**src/rtl/nvsram_pkg.sv**
```systemverilog
package nvsram_pkg;

  typedef enum logic [1:0] {
    XF_IDLE   = 2'd0,
    XF_SAVE   = 2'd1,
    XF_RESTORE = 2'd2
  } xfer_mode_t;

  localparam int unsigned KEY_PREFIX_LEN = 5;
  localparam logic [12:0] KEY_FIRST      = 13'h0000;

  // Shared five-step key prefix; the sixth address selects the command.
  function automatic logic [12:0] key_prefix(input logic [2:0] step);
    logic [12:0] a;
    case (step)
      3'd0:    a = 13'h0000;
      3'd1:    a = 13'h1555;
      3'd2:    a = 13'h0AAA;
      3'd3:    a = 13'h1FFF;
      default: a = 13'h10F0;
    endcase
    return a;
  endfunction

endpackage

```
**src/rtl/nvsram_keymatch.sv**
```systemverilog
module nvsram_keymatch
  import nvsram_pkg::*;
#(
  parameter int unsigned ADDR_W      = 13,
  parameter logic [12:0] RESTORE_LAST = 13'h0F0E,
  parameter logic [12:0] STORE_LAST  = 13'h0FF0
) (
  input  logic              clk,
  input  logic              rst_n,
  input  logic              rd_acc,
  input  logic              wr_acc,
  input  logic [ADDR_W-1:0] addr,
  input  logic              pwr_good,
  output logic              go_restore,
  output logic              go_save
);

  localparam logic [2:0] LAST_STEP = 3'(KEY_PREFIX_LEN);

  logic [2:0] step_q, step_d;
  logic       step_en;
  logic       hit_first;

  assign hit_first = (addr[12:0] == KEY_FIRST);
  assign step_en   = rd_acc | wr_acc;

  always_comb begin
    step_d     = step_q;
    go_restore = 1'b0;
    go_save    = 1'b0;
    if (wr_acc) begin
      step_d = 3'd0;
    end else if (rd_acc) begin
      if (step_q == LAST_STEP) begin
        if (addr[12:0] == RESTORE_LAST) begin
          go_restore = 1'b1;
          step_d     = 3'd0;
        end else if (addr[12:0] == STORE_LAST) begin
          go_save = pwr_good;
          step_d  = 3'd0;
        end else begin
          step_d = hit_first ? 3'd1 : 3'd0;
        end
      end else if (addr[12:0] == key_prefix(step_q)) begin
        step_d = step_q + 3'd1;
      end else begin
        step_d = hit_first ? 3'd1 : 3'd0;
      end
    end
  end

  always_ff @(posedge clk or negedge rst_n) begin
    if (!rst_n) begin
      step_q <= 3'd0;
    end else if (step_en) begin
      step_q <= step_d;
    end
  end

  AST_STEP_RANGE: assert property (@(posedge clk) disable iff (!rst_n)
    step_q <= LAST_STEP);
  AST_WRITE_BREAKS_KEY: assert property (@(posedge clk) disable iff (!rst_n)
    wr_acc |=> (step_q == 3'd0));
  AST_ONE_COMMAND: assert property (@(posedge clk) disable iff (!rst_n)
    !(go_restore && go_save));

endmodule

```
**src/rtl/nvsram_xfer.sv**
```systemverilog
module nvsram_xfer
  import nvsram_pkg::*;
#(
  parameter int unsigned T_STORE  = 20,
  parameter int unsigned T_RECALL = 8
) (
  input  logic       clk,
  input  logic       rst_n,
  input  logic       go_restore,
  input  logic       go_save,
  output logic       busy,
  output xfer_mode_t mode,
  output logic       clr_all,
  output logic       ld_from_nv,
  output logic       sv_to_nv
);

  localparam int unsigned T_MAX = (T_STORE > T_RECALL) ? T_STORE : T_RECALL;
  localparam int unsigned CNT_W = $clog2(T_MAX + 1);
  localparam logic [CNT_W-1:0] RST_FIRST = CNT_W'(T_RECALL - 1);
  localparam logic [CNT_W-1:0] SAV_FIRST = CNT_W'(T_STORE - 1);

  initial begin
    assert (T_RECALL >= 2 && T_STORE >= 1);
  end

  xfer_mode_t       mode_q, mode_d;
  logic [CNT_W-1:0] cnt_q, cnt_d;

  always_comb begin
    mode_d = mode_q;
    cnt_d  = cnt_q;
    if (mode_q == XF_IDLE) begin
      if (go_restore) begin
        mode_d = XF_RESTORE;
        cnt_d  = RST_FIRST;
      end else if (go_save) begin
        mode_d = XF_SAVE;
        cnt_d  = SAV_FIRST;
      end
    end else if (cnt_q == '0) begin
      mode_d = XF_IDLE;
    end else begin
      cnt_d = cnt_q - 1'b1;
    end
  end

  always_ff @(posedge clk or negedge rst_n) begin
    if (!rst_n) begin
      mode_q <= XF_IDLE;
      cnt_q  <= '0;
    end else begin
      mode_q <= mode_d;
      cnt_q  <= cnt_d;
    end
  end

  assign busy       = (mode_q != XF_IDLE);
  assign mode       = mode_q;
  assign clr_all    = (mode_q == XF_RESTORE) && (cnt_q == RST_FIRST);
  assign ld_from_nv = (mode_q == XF_RESTORE) && (cnt_q == '0);
  assign sv_to_nv   = (mode_q == XF_SAVE)    && (cnt_q == '0);

  AST_BUSY_ON_START: assert property (@(posedge clk) disable iff (!rst_n)
    (!busy && (go_restore || go_save)) |=> busy);
  AST_CLEAR_FIRST: assert property (@(posedge clk) disable iff (!rst_n)
    ($rose(busy) && mode_q == XF_RESTORE) |-> clr_all);
  AST_PHASES_EXCLUSIVE: assert property (@(posedge clk) disable iff (!rst_n)
    $onehot0({clr_all, ld_from_nv, sv_to_nv}));
  AST_CNT_BOUND: assert property (@(posedge clk) disable iff (!rst_n)
    (mode_q == XF_RESTORE) |-> (cnt_q <= RST_FIRST));

endmodule

```
**src/rtl/nvsram_store.sv**
```systemverilog
module nvsram_store #(
  parameter int unsigned DEPTH  = 16,
  parameter int unsigned DATA_W = 8,
  parameter int unsigned IDX_W  = $clog2(DEPTH)
) (
  input  logic              clk,
  input  logic              rst_n,
  input  logic              xfer_active,
  input  logic              wr_en,
  input  logic              rd_en,
  input  logic [IDX_W-1:0]  idx,
  input  logic [DATA_W-1:0] wdata,
  input  logic              clr_all,
  input  logic              ld_from_nv,
  input  logic              sv_to_nv,
  output logic [DATA_W-1:0] rdata
);

  logic [DATA_W-1:0] sram_q [DEPTH];
  logic [DATA_W-1:0] nv_q   [DEPTH];
  logic [DATA_W-1:0] rd_q;

  // Volatile array: restore clear, restore load, then host writes.
  always_ff @(posedge clk or negedge rst_n) begin
    if (!rst_n) begin
      for (int i = 0; i < DEPTH; i++) sram_q[i] <= '0;
    end else if (clr_all) begin
      for (int i = 0; i < DEPTH; i++) sram_q[i] <= '0;
    end else if (ld_from_nv) begin
      for (int i = 0; i < DEPTH; i++) sram_q[i] <= nv_q[i];
    end else if (wr_en) begin
      sram_q[idx] <= wdata;
    end
  end

  // Shadow array: written only by a save.
  always_ff @(posedge clk or negedge rst_n) begin
    if (!rst_n) begin
      for (int i = 0; i < DEPTH; i++) nv_q[i] <= '0;
    end else if (sv_to_nv) begin
      for (int i = 0; i < DEPTH; i++) nv_q[i] <= sram_q[i];
    end
  end

  always_ff @(posedge clk or negedge rst_n) begin
    if (!rst_n) begin
      rd_q <= '0;
    end else if (rd_en) begin
      rd_q <= sram_q[idx];
    end
  end

  assign rdata = rd_q;

  AST_NO_WRITE_BUSY: assert property (@(posedge clk) disable iff (!rst_n)
    xfer_active |-> !wr_en && !rd_en);
  AST_NV_HELD_ON_RESTORE: assert property (@(posedge clk) disable iff (!rst_n)
    ld_from_nv |=> (nv_q[0] == $past(nv_q[0])));

endmodule

```
**src/rtl/nvsram_seq.sv**
```systemverilog
module nvsram_seq
  import nvsram_pkg::*;
#(
  parameter int unsigned ADDR_W       = 13,
  parameter int unsigned DATA_W       = 8,
  parameter int unsigned DEPTH        = 16,
  parameter int unsigned T_STORE      = 20,
  parameter int unsigned T_RECALL     = 8,
  parameter logic [12:0] RESTORE_LAST = 13'h0F0E,
  parameter logic [12:0] STORE_LAST   = 13'h0FF0
) (
  input  logic              clk,
  input  logic              rst_n,
  input  logic              ce_n,
  input  logic              we_n,
  input  logic              oe_n,
  input  logic [ADDR_W-1:0] addr,
  input  logic [DATA_W-1:0] wdata,
  output logic [DATA_W-1:0] rdata,
  input  logic              pwr_good,
  output logic              busy
);

  localparam int unsigned IDX_W = $clog2(DEPTH);

  logic              ce_prev_q;
  logic              acc, live, rd_acc, wr_acc, wr_en;
  logic              go_restore, go_save;
  logic              clr_all, ld_from_nv, sv_to_nv;
  logic [DATA_W-1:0] rd_word;
  xfer_mode_t        mode;

  always_ff @(posedge clk or negedge rst_n) begin
    if (!rst_n) begin
      ce_prev_q <= 1'b1;
    end else begin
      ce_prev_q <= ce_n;
    end
  end

  assign acc    = !ce_n && ce_prev_q;
  assign live   = acc && !busy;
  assign rd_acc = live && we_n;
  assign wr_acc = live && !we_n;
  assign wr_en  = wr_acc && pwr_good;

  nvsram_keymatch #(
    .ADDR_W      (ADDR_W),
    .RESTORE_LAST(RESTORE_LAST),
    .STORE_LAST  (STORE_LAST)
  ) u_match (
    .clk       (clk),
    .rst_n     (rst_n),
    .rd_acc    (rd_acc),
    .wr_acc    (wr_acc),
    .addr      (addr),
    .pwr_good  (pwr_good),
    .go_restore(go_restore),
    .go_save   (go_save)
  );

  nvsram_xfer #(
    .T_STORE (T_STORE),
    .T_RECALL(T_RECALL)
  ) u_xfer (
    .clk       (clk),
    .rst_n     (rst_n),
    .go_restore(go_restore),
    .go_save   (go_save),
    .busy      (busy),
    .mode      (mode),
    .clr_all   (clr_all),
    .ld_from_nv(ld_from_nv),
    .sv_to_nv  (sv_to_nv)
  );

  nvsram_store #(
    .DEPTH (DEPTH),
    .DATA_W(DATA_W),
    .IDX_W (IDX_W)
  ) u_store (
    .clk        (clk),
    .rst_n      (rst_n),
    .xfer_active(busy),
    .wr_en      (wr_en),
    .rd_en      (rd_acc),
    .idx        (addr[IDX_W-1:0]),
    .wdata      (wdata),
    .clr_all    (clr_all),
    .ld_from_nv (ld_from_nv),
    .sv_to_nv   (sv_to_nv),
    .rdata      (rd_word)
  );

  assign rdata = oe_n ? '0 : rd_word;

  AST_ONE_ACCESS_PER_STROBE: assert property (@(posedge clk) disable iff (!rst_n)
    acc |=> !acc);
  AST_SAVE_NEEDS_POWER: assert property (@(posedge clk) disable iff (!rst_n)
    ($rose(busy) && mode == XF_SAVE) |-> $past(pwr_good));

endmodule

```
**config.mk**
```make
export PLATFORM = sky130hd
export DESIGN_NAME = nvsram_seq
export DESIGN_NICKNAME = d
export VERILOG_FILES = /design/src/rtl/nvsram_pkg.sv /design/src/rtl/nvsram_keymatch.sv /design/src/rtl/nvsram_xfer.sv /design/src/rtl/nvsram_store.sv /design/src/rtl/nvsram_seq.sv
export SDC_FILE = /design/constraint.sdc
export NUM_CORES = 1
export LEC_CHECK = 0
export BUFFER_PORTS_ARGS = -buffer_cell sky130_fd_sc_hd__buf_2
export CAP_MARGIN = 10
export CORE_AREA = 2 2 151 153
export CTS_CLUSTER_DIAMETER = 100
export CTS_CLUSTER_SIZE = 20
export DETAILED_ROUTE_END_ITERATION = 7
export DIE_AREA = 0 0 153 155
export GPL_TIMING_DRIVEN = 0
export PLACE_DENSITY = 0.76
export SETUP_SLACK_MARGIN = 0.05
export SLEW_MARGIN = 20
export SYNTH_ARGS = -nofsm -noshare
export SYNTH_HDL_FRONTEND = slang
export SYNTH_SLANG_ARGS = --single-unit
```
**constraint.sdc**
```tcl
create_clock -name clk -period 2.8 [get_ports clk]
set_input_delay 0.56 -clock clk [delete_from_list [all_inputs] [get_ports clk]]
set_output_delay 0.56 -clock clk [all_outputs]
set_load 0.01 [all_outputs]
```
==> results of run 1 <==
[worst max-delay path, cell delays in order, from the launching register on]
cell	delay [ps]
dfrtp_1	420
inv_1	60
ha_1	220
nor4b_2	190
o21ai_2	290
buf_6	250
and2_2	370
clkbuf_4	360
a22oi_1	130
a21oi_2	190
[metrics by stage]
| step | cells | worst slack (ps) | utilization [%] | area [um2] | hold slack [ps] |
|---|---|---|---|---|---|
| 2_1_floorplan | 1080 | 589 | - | 13000 | 264 |
| 3_3_place_gp | 1397 | -3800 | 60.9 | 13500 | 469 |
| 3_5_place_dp | 1400 | -339 | 61.3 | 13600 | 451 |
| 4_1_cts | 1422 | 23.8 | 63.5 | 14100 | 182 |
| 5_1_grt | 1419 | 63.7 | 63.6 | 14100 | 182 |
| 6_report | 1419 | 242 | 63.6 | 14100 | 188 |
[report_power, final]
part	switching, mW	internal (mW)
Clock	1.29	1.12
Combinational	0.509	0.357
Sequential	0.262	4.23
Total	2.07	5.71
[layer usage]
metal	wire length, um	up-vias	GRT usage (%)
li1	-	4110	-
met1	14600	4853	43.8
met2	16500	453	46.9
met3	3150	86	6.52
met4	1360	0	11.2
met5	0	-	0
[state kept, by name, summed over array words and instances, names as in the netlist]
name and flops:
ce_prev_q 1, u_match.step_q 3, u_store.nv_q 128, u_store.rdata 8
u_store.sram_q 128, u_xfer.cnt_q 5, u_xfer.mode 2
[cells in the mapped netlist (2+ instances only)]
library cell  number  area (um2)
mux2_2           128        1440
buf_1              2        7.51
and2_1             7        43.8
nor2_1           148         556
a21oi_2           10        87.6
nor2b_1           12        75.1
o211ai_1           2        15.0
mux2i_1           16         160
nor4_1             5        31.3
a21o_1             2        15.0
clkbuf_1          50         188
o31ai_4            8         170
and2_0             3        18.8
nand2b_1           5        31.3
a22oi_1          128         961
buf_2             20         100
buf_6              9         101
nor3_1            10        50.1
o32ai_1            2        17.5
o41ai_4            6         165
buf_4              3        22.5
or3_1              2        12.5
nand4_1            5        31.3
nand3b_1           2        15.0
nand2_1            8        30.0
mux4_2            32         721
dfrtp_1          274        6860
inv_1              6        22.5
or2_2              2        12.5
a21oi_1          129         646
o21ai_0           10        50.1
ha_1               6        75.1
nand3_1            3        15.0
or4b_1             2        20.0
[kinds of logic after synthesis]
logic type,synth area share [%]
AOI/OAI and AO/OA,17.0
DFF,52.9
and+or+nand+nor,8.35
muxes,17.8
buffers and inverters,3.39
adders and majority gates,0.577
[cell usage in the layout, fill, tap and decap left out, types with 6 or more instances in the layout]
cell type,n
nor3_1,10
a22oi_1,128
o41ai_4,6
nor2b_1,12
nor2_1,148
buf_6,12
a21oi_1,129
ha_1,6
mux2i_1,16
nand2_1,8
a21oi_2,10
dfrtp_1,274
buf_2,49
o21ai_0,10
mux4_2,32
clkbuf_16,17
clkbuf_2,28
inv_1,6
clkbuf_1,19
mux2_2,128
o31ai_4,8
[timing repair]
| item | CTS | global route |
|---|---|---|
| hold endpoints to repair | 33 | 0 |
| hold buffers | 1 | 0 |
| setup endpoints to repair | 124 | 170 |
| resized for setup | 17 | 48 |
| pin swaps | 0 | 1 |
[final cells by class]
type                            count  area share [%]
Inverter                            6           0.159
Tap cell                          285            2.52
Buffer                             79            3.27
Multi-Input combinational cell    715            40.3
Clock buffer                       22            3.14
Clock inverter                      1          0.0531
Sequential cell                   275            48.7
Timing Repair Buffer               36            1.86
[final timing paths]
path,from,to,slack [ps]
setup reg to reg,u_xfer.cnt_q[0],u_store.sram_q[29],240
min in group asynchronous,rst_n,u_store.nv_q[75],520
hold reg to reg,u_store.rdata[6],u_store.rdata[6],490
max in group asynchronous,rst_n,ce_prev_q,1220
setup / recovery,u_xfer.cnt_q[0],u_store.sram_q[29],240
hold / removal,ce_n,ce_prev_q,190
==> impl_results.md, run 1 <==
- Input/output buffers: 32
- Max_slew headroom: between 20% and 30%
- Max IR drop VDD: between 0.2 and 0.3 mV
- Die X: 153 um
- Synth Net Count: 1113
- DRT iter0 DRCs: 1170
- Row count: 55
- Vias in the first global route: 9344
- Via density: 6.70
- Storage element area: 6880 um2
- Top FF cell, synth: dfrtp_1
- Final ANT Viol Nets: 0
- RePlAce Congestion: between 0.9 and 1
- Final setup viols: 0
- Actual slew at the worst max-slew pin: around 1100 ps
- ANT cells: 0
- # DRC: 0
- Max Slew Vio Count: 0
- Share of post-route cells with drive strength above 1: 27.9%
- Ports: 36
- GRT Util Overall: 30.6%
- Syn Std Cell Area: 13000 um2
- Worst hold path type: input port to flop
- Crit. End Element: flop
- Largest net degree at the start of global routing: 97
- Initial antenna violation count: 0
- Seq cells post-synth: roughly 280
- Final WL: 35600 um
- Initial Util: 58.6%
- PnR Total Power: 7.77 mW
- Fin crit share: 91.3%
- Die Y: 155 um
- Hold Crit Depth: 1
- Mapped Cells: ~1100
- Total number of vias: 9502
- Initial DRT Pass Iterations: 5
- Skew-Pair Late Insertion Delay: 500 ps
- Syn avg cell area: 12.1 um2
- Status: completed
- Final Hold Fails: 0
- # fillers: 1714
- Clock Sinks: 275
- Clock Tree Buf Depth: 3
- Post-synth EDFFs: 0
- Synth warn: 0
- Crit start category: flop
- Grt total ovfl: 0
- Synthesis-to-finish area growth: 8.63%
- Post-CTS Setup Bufs: 0
- Post-DR wirelength/cell: 25.1 um
- Final HPWL DP: between 20000 and 25000 um
- Critical path class: flop to flop
- R2R cell count: 9
- Max_cap viols: 0
- RSZ-0062 raised after global routing: false
- WP data required: about 3200 ps
- Sequential area share after synthesis: between 50% and 60%
- TritonCTS clock tree: built
- CORE AREA: between 20000 and 25000 um2
- Post-synth ARST share: 100%
- Reg clk slew, reported paths: 90 ps
- Number of buffers created by CTS: 17
- First-pass GRT wire length: 55800 um
- Fin nets: approximately 1200
- Post-synth cell types: 57
- Die area: ~24000 um2
- Root buf cell: clkbuf_16
- H-tree depth: 1
- Setup_tns: 0 ps
- Multi-input logic area: 5700 um2
- Achievable frequency: around 0.39 GHz
- Leakage power: 6.52 nW
- CP arrival: 2980 ps
- Power density over the cells: 550 nW/um2
- Clk_skew: approximately 15 ps
- Critical path fanouts, max: 10
- Fin crit period: between 2000 and 3000 ps
No activity file was read; power rests on OpenSTA's default activity.
==> inputs of run 2 (changes only) <==
BUFFER_PORTS_ARGS = default   (was -buffer_cell sky130_fd_sc_hd__buf_2)
CORE_AREA = 5 5 154 156   (was 2 2 151 153)
CTS_CLUSTER_SIZE = default   (was 20)
DIE_AREA = 0 0 159 161   (was 0 0 153 155)
DONT_BUFFER_PORTS = 1   (was default)
PLACE_DENSITY = 0.75   (was 0.76)
==> run 2 against run 1 <==
The flow now finishes with violations (hold timing). Worst setup slack lost 150 ps. Hold slack lost 460 ps. Critical path type unchanged. Fmax shrank 5.4%. Utilization grew 1.1 points.
==> impl_results.md, run 2 (synthesis gave the netlist of run 1 again) <==
- Status: finished with violations
- Failing checks: hold timing
- Util after Layout: 64.7%
- Initial DRT Pass Iterations: 6
- Root buf cell: clkbuf_16
- Placed Cells: 1365
- Clock Sinks: 275
- Commonest non-fill, non-tap cell in the layout: dfrtp_1
- Most frequent cells in the layout: dfrtp_1, nor2_1, a21oi_1
- Setup_tns: 0 ps
- DRT iter0 DRCs: roughly 1200
- Fin crit share: 96.6%
- Final WL: 36400 um
- Total number of vias: 9559
- Synthesis-to-finish area growth: 10.5%
- Max_slew headroom: 29.9%
- Worst path slowest cell: clkbuf_1
- Die X: between 150 and 200 um
- Input/output buffers: 0
- Clk_skew: 10.2 ps
- Grt total ovfl: 0
- Via density: just under 7
- First-pass GRT wire length: 56600 um
- CP peak stage delay: approximately 570 ps
- Max_cap viols: 0
- Initial antenna violation count: 0
- Share of post-route cells with drive strength above 1: 26.8%
- Crit start category: flop
- Ports: 36
- WP data required: 3220 ps
- Reg clk slew, reported paths: 60 ps
- Achievable frequency: around 0.37 GHz
- Post-Layout Cell Count: 1410
- Skew-Pair Late Insertion Delay: 550 ps
- Die Y: about 160 um
- Vias in the first global route: approximately 9600
- Initial Util: between 50% and 60%
- Worst hold path type: input port to async pin
- Final hold slack: -270 ps
- ANT cells: 0
- Clock Tree Buf Depth: 3
- CP arrival: 3130 ps
- Die area: 25600 um2
- Fin crit period: roughly 2700 ps
- Largest net degree at the start of global routing: 276
- Actual slew at the worst max-slew pin: 1040 ps
- Fin nets: 1138
- Critical path class: flop to flop
- Post-CTS Setup Bufs: 0
- Final setup viols: 0
- R2R cell count: 7
- Final Hold Fails: 274
- CORE AREA: 22200 um2
- Cell Chain, Critical Path: inv_1 > ha_1 > nor4b_2 > nand3b_1 > clkbuf_1 > clkbuf_1 > mux2_2
- TritonCTS clock tree: built
- Max Slew Vio Count: 0
- Final HPWL DP: 24600 um
- # fillers: 1648
- # DRC: 0
- Multi-input logic area: 5710 um2
- GRT Util Overall: between 20 and 30%
- Final ANT Viol Nets: 0
- Number of buffers created by CTS: 28
- Row count: 55
- Worst flop-to-flop path endpoint: u_store.nv_q[69]
- Crit. End Element: flop
- RSZ-0062 raised after global routing: true
- Power density over the cells: approximately 640 nW/um2
- Critical path fanouts, max: 10
- RePlAce Congestion: 0.906
- Storage element area: 6880 um2
- Max IR drop VDD: ~0.35 mV
- Cell mode on critical path: clkbuf_1
- R2R Path Start: u_xfer.cnt_q[0]
- Setup slack, reg-to-reg: 100 ps
- Post-DR wirelength/cell: approximately 26 um
- Leakage power: 6.58 nW
- H-tree depth: 1
[run 2: worst max-delay path: cells and delay by family, from the launching register on]
kind,cells,cell delay [ps]
mux,1,410
fa+ha+maj,1,220
simple gates,2,340
buf+inv,3,1190
flops,1,410
[run 2: report_power, final]
group	total, mW	leakage [nW]	switching, mW	internal (mW)
logic	0.742	2.35	0.419	0.323
registers	4.51	3.74	0.264	4.24
clock network	3.94	0.486	1.59	2.35
total	9.18	6.58	2.27	6.91
[run 2: repair_timing]
action,4_1_cts,5_1_grt
resized for setup,17,31
endpoints found under the setup margin,88,155
endpoints found under the hold margin,275,275
[run 2: final cells by class]
class                   instances  share of cell area (%)
flip-flops and latches        275                    47.8
plain buffers                  79                    3.10
inverters                       6                   0.157
clock buffers                  39                    5.79
multi-input cells             715                    39.7
clock inverters                11                   0.957
well taps                     285                    2.48
[run 2: stage by stage]
step | setup WS, ps | cell area (um2) | power (mW) | hold WS (ps)
final | 95.2 | 14400 | 9.18 | -270
after global routing | 10.4 | 14400 | 9.47 | -284
after CTS | 18.3 | 14400 | 9.17 | -280
after detailed placement | -351 | 13400 | 5.28 | 280
after global placement | -280 | 13400 | 5.24 | 282
after floorplan | 589 | 13000 | 4.98 | 264
[run 2: worst max-delay path by stage]
stage                    start                   to  slack, ps  cells after the start
2_1_floorplan             ce_n      u_xfer.cnt_q[3]        590                      5
3_3_place_gp   u_xfer.cnt_q[0]   u_store.sram_q[29]       -280                     10
3_5_place_dp   u_xfer.cnt_q[0]   u_store.sram_q[61]       -350                     10
4_1_cts        u_xfer.cnt_q[0]  u_store.sram_q[125]         20                     10
5_1_grt        u_xfer.cnt_q[0]     u_store.nv_q[69]         10                      7
6_report       u_xfer.cnt_q[0]     u_store.nv_q[69]        100                      7
[run 2: layer usage]
metal / global-route usage, % / part of all wire [%] / vias to the layer above / wire length (um)
met3: 6.43 / 9.8 / 99 / 3550
met5: 0 / 0 / - / 0
met2: 42.9 / 46 / 489 / 16500
li1: - / - / 4074 / -
met1: 38.9 / 41 / 4897 / 14800
met4: 10.9 / 4.2 / 0 / 1520
==> inputs of run 3 (changes only) <==
CORE_AREA = 5 5 131 183   (was 5 5 154 156)
DIE_AREA = 0 0 136 188   (was 0 0 159 161)
==> run 3 against run 2 <==
The run still ends with hold timing left. Combinational power hardly changed. First-iteration DRC count down 22%. Design area fell by 0.54%. Critical endpoint is now u_store.sram_q[25]. Clock power fell by 7.9%. Sequential share of layout area rose by 0.26 points. Flip-flop and latch count did not move. Largest power group unchanged. Register-to-register slack improved by 20 ps. Clock skew up 2.3 ps. Wire length fell by 2.3%. Final cell count increased by 1.1%. Sequential power barely moved.
==> impl_results.md, run 3 (synthesis gave the netlist of run 1 again) <==
- Most frequent cells in the layout: dfrtp_1, nor2_1, a21oi_1
- Final ANT Viol Nets: 0
- Initial antenna violation count: 0
- Die X: 136 um
- Row count: 65
- Die Y: 188 um
- Fin nets: approximately 1100
- Actual slew at the worst max-slew pin: between 1000 and 1500 ps
- H-tree depth: 1
- Input/output buffers: 0
- Max_slew headroom: 29.0%
- Fin crit share: 95.9%
- Skew-Pair Late Insertion Delay: 540 ps
- R2R Path Start: u_xfer.cnt_q[0]
- Util after Layout: 64.4%
- Crit path launch: u_xfer.cnt_q[0]
- Final Hold Fails: 274
- Crit. End Element: flop
- Max IR drop VDD: 0.441 mV
- # fillers: 1687
- Power density over the cells: approximately 620 nW/um2
- R2R cell count: 9
- # DRC: 0
- First-pass GRT wire length: about 55000 um
- Max_cap viols: 0
- Setup_tns: 0 ps
- Final hold slack: -254 ps
- Post-DR wirelength/cell: 24.9 um
- Total number of vias: 9350
- Ports: 36
- Die area: ~26000 um2
- Status: finished with violations
- Failing checks: hold timing
- DRT iter0 DRCs: 904
- RePlAce Congestion: 0.916
- Initial Util: 58.6%
- Critical path fanouts, max: 10
- CP endpoint: u_store.sram_q[25]
- Number of buffers created by CTS: 26
- Vias in the first global route: 9509
- Share of post-route cells with drive strength above 1: between 20 and 30%
- TritonCTS clock tree: built
- Final setup viols: 0
- Worst flop-to-flop path endpoint: u_store.sram_q[25]
- Critical path class: flop to flop
- Root buf cell: clkbuf_16
- Setup slack, reg-to-reg: 120 ps
- Crit start category: flop
- Max Slew Vio Count: 0
- Leakage power: between 6 and 7 nW
- ANT cells: 0
- Initial DRT Pass Iterations: 5
- Via density: approximately 6.6
- Grt total ovfl: 0
- GRT Util Overall: 28.0%
- Largest net degree at the start of global routing: 276
- Synthesis-to-finish area growth: 9.90%
- Fin crit period: around 2700 ps
- Final HPWL DP: around 25000 um
- Post-CTS Setup Bufs: 0
- Commonest non-fill, non-tap cell in the layout: dfrtp_1
- Clock Sinks: 275
- Reg clk slew, reported paths: about 60 ps
- CORE AREA: around 22000 um2
- Clock Tree Buf Depth: 3
- Worst hold path type: input port to async pin
- Clk_skew: about 13 ps
- RSZ-0062 raised after global routing: true
- Achievable frequency: between 0.3 and 0.4 GHz
- Final WL: 35500 um
- WP data required: 3250 ps
- CP arrival: 3140 ps
[run 3: changes by cell type in the layout (fill, tap and decap cells not counted), sizes merged]
cell	previous run	this run
inv	8	6
clkbuf	83	89
bufinv	3	2
clkinv	6	1
clkinvlp	0	1
[run 3: timing repair]
action | in CTS | in global routing
gates resized for setup | 19 | 22
hold endpoints to repair | 275 | 275
setup endpoints to repair | 128 | 112
[run 3: how the worst min path moves through the flow]
stage | start | end | slack, ps
detailed placement | rst_n | u_store.nv_q[57] | 280
CTS | rst_n | u_store.sram_q[78] | -280
finish | rst_n | u_store.nv_q[58] | -250
floorplan | rst_n | u_match.step_q[0] | 260
global route | rst_n | u_store.nv_q[58] | -270
global placement | rst_n | u_store.nv_q[58] | 280
[run 3: final cells by class]
cell class / count / area (um2) / share of cell area [%]
buffer: 82 / 450 / 3.15
clock buffer: 42 / 802 / 5.61
clock inverter: 4 / 72.6 / 0.507
inverter: 6 / 22.5 / 0.157
multi-input combinational: 715 / 5700 / 39.8
sequential: 275 / 6880 / 48.1
tap: 301 / 377 / 2.63
[run 3: power breakdown]
part | internal (mW) | switching, mW
Combinational | 0.323 | 0.420
Clock | 2.13 | 1.50
Sequential | 4.24 | 0.262
Total | 6.70 | 2.18
[run 3: critical path, cell delays in order (launching register included)]
cell	delay (ps)
dfrtp_1	410
inv_1	60
ha_1	240
nor4b_2	190
o21ai_2	240
and2_1	160
clkbuf_1	520
clkbuf_2	480
a22oi_1	120
a21oi_1	180
[run 3: per-stage QoR]
stage               hold slack (ps)  cell area [um2]  std cells  setup WS, ps  total power, mW
floorplan                       264            13000       1080           589             4.98
global placement                284            13400       1381          -270             5.25
detailed placement              283            13400       1381          -311             5.29
CTS                            -279            14300       1425          54.7             8.89
global route                   -274            14300       1425          4.23             9.14
finish                         -254            14300       1425           115             8.88
[run 3: metal layers]
| layer | global-route usage [%] | part of all wire (%) | vias to the layer above |
|---|---|---|---|
| met2 | 45.5 | 49 | 400 |
| met5 | 0 | 0 | - |
| met1 | 36.2 | 38 | 4785 |
| met3 | 3.41 | 6.1 | 111 |
| met4 | 16.2 | 6.8 | 0 |
| li1 | - | - | 4054 |
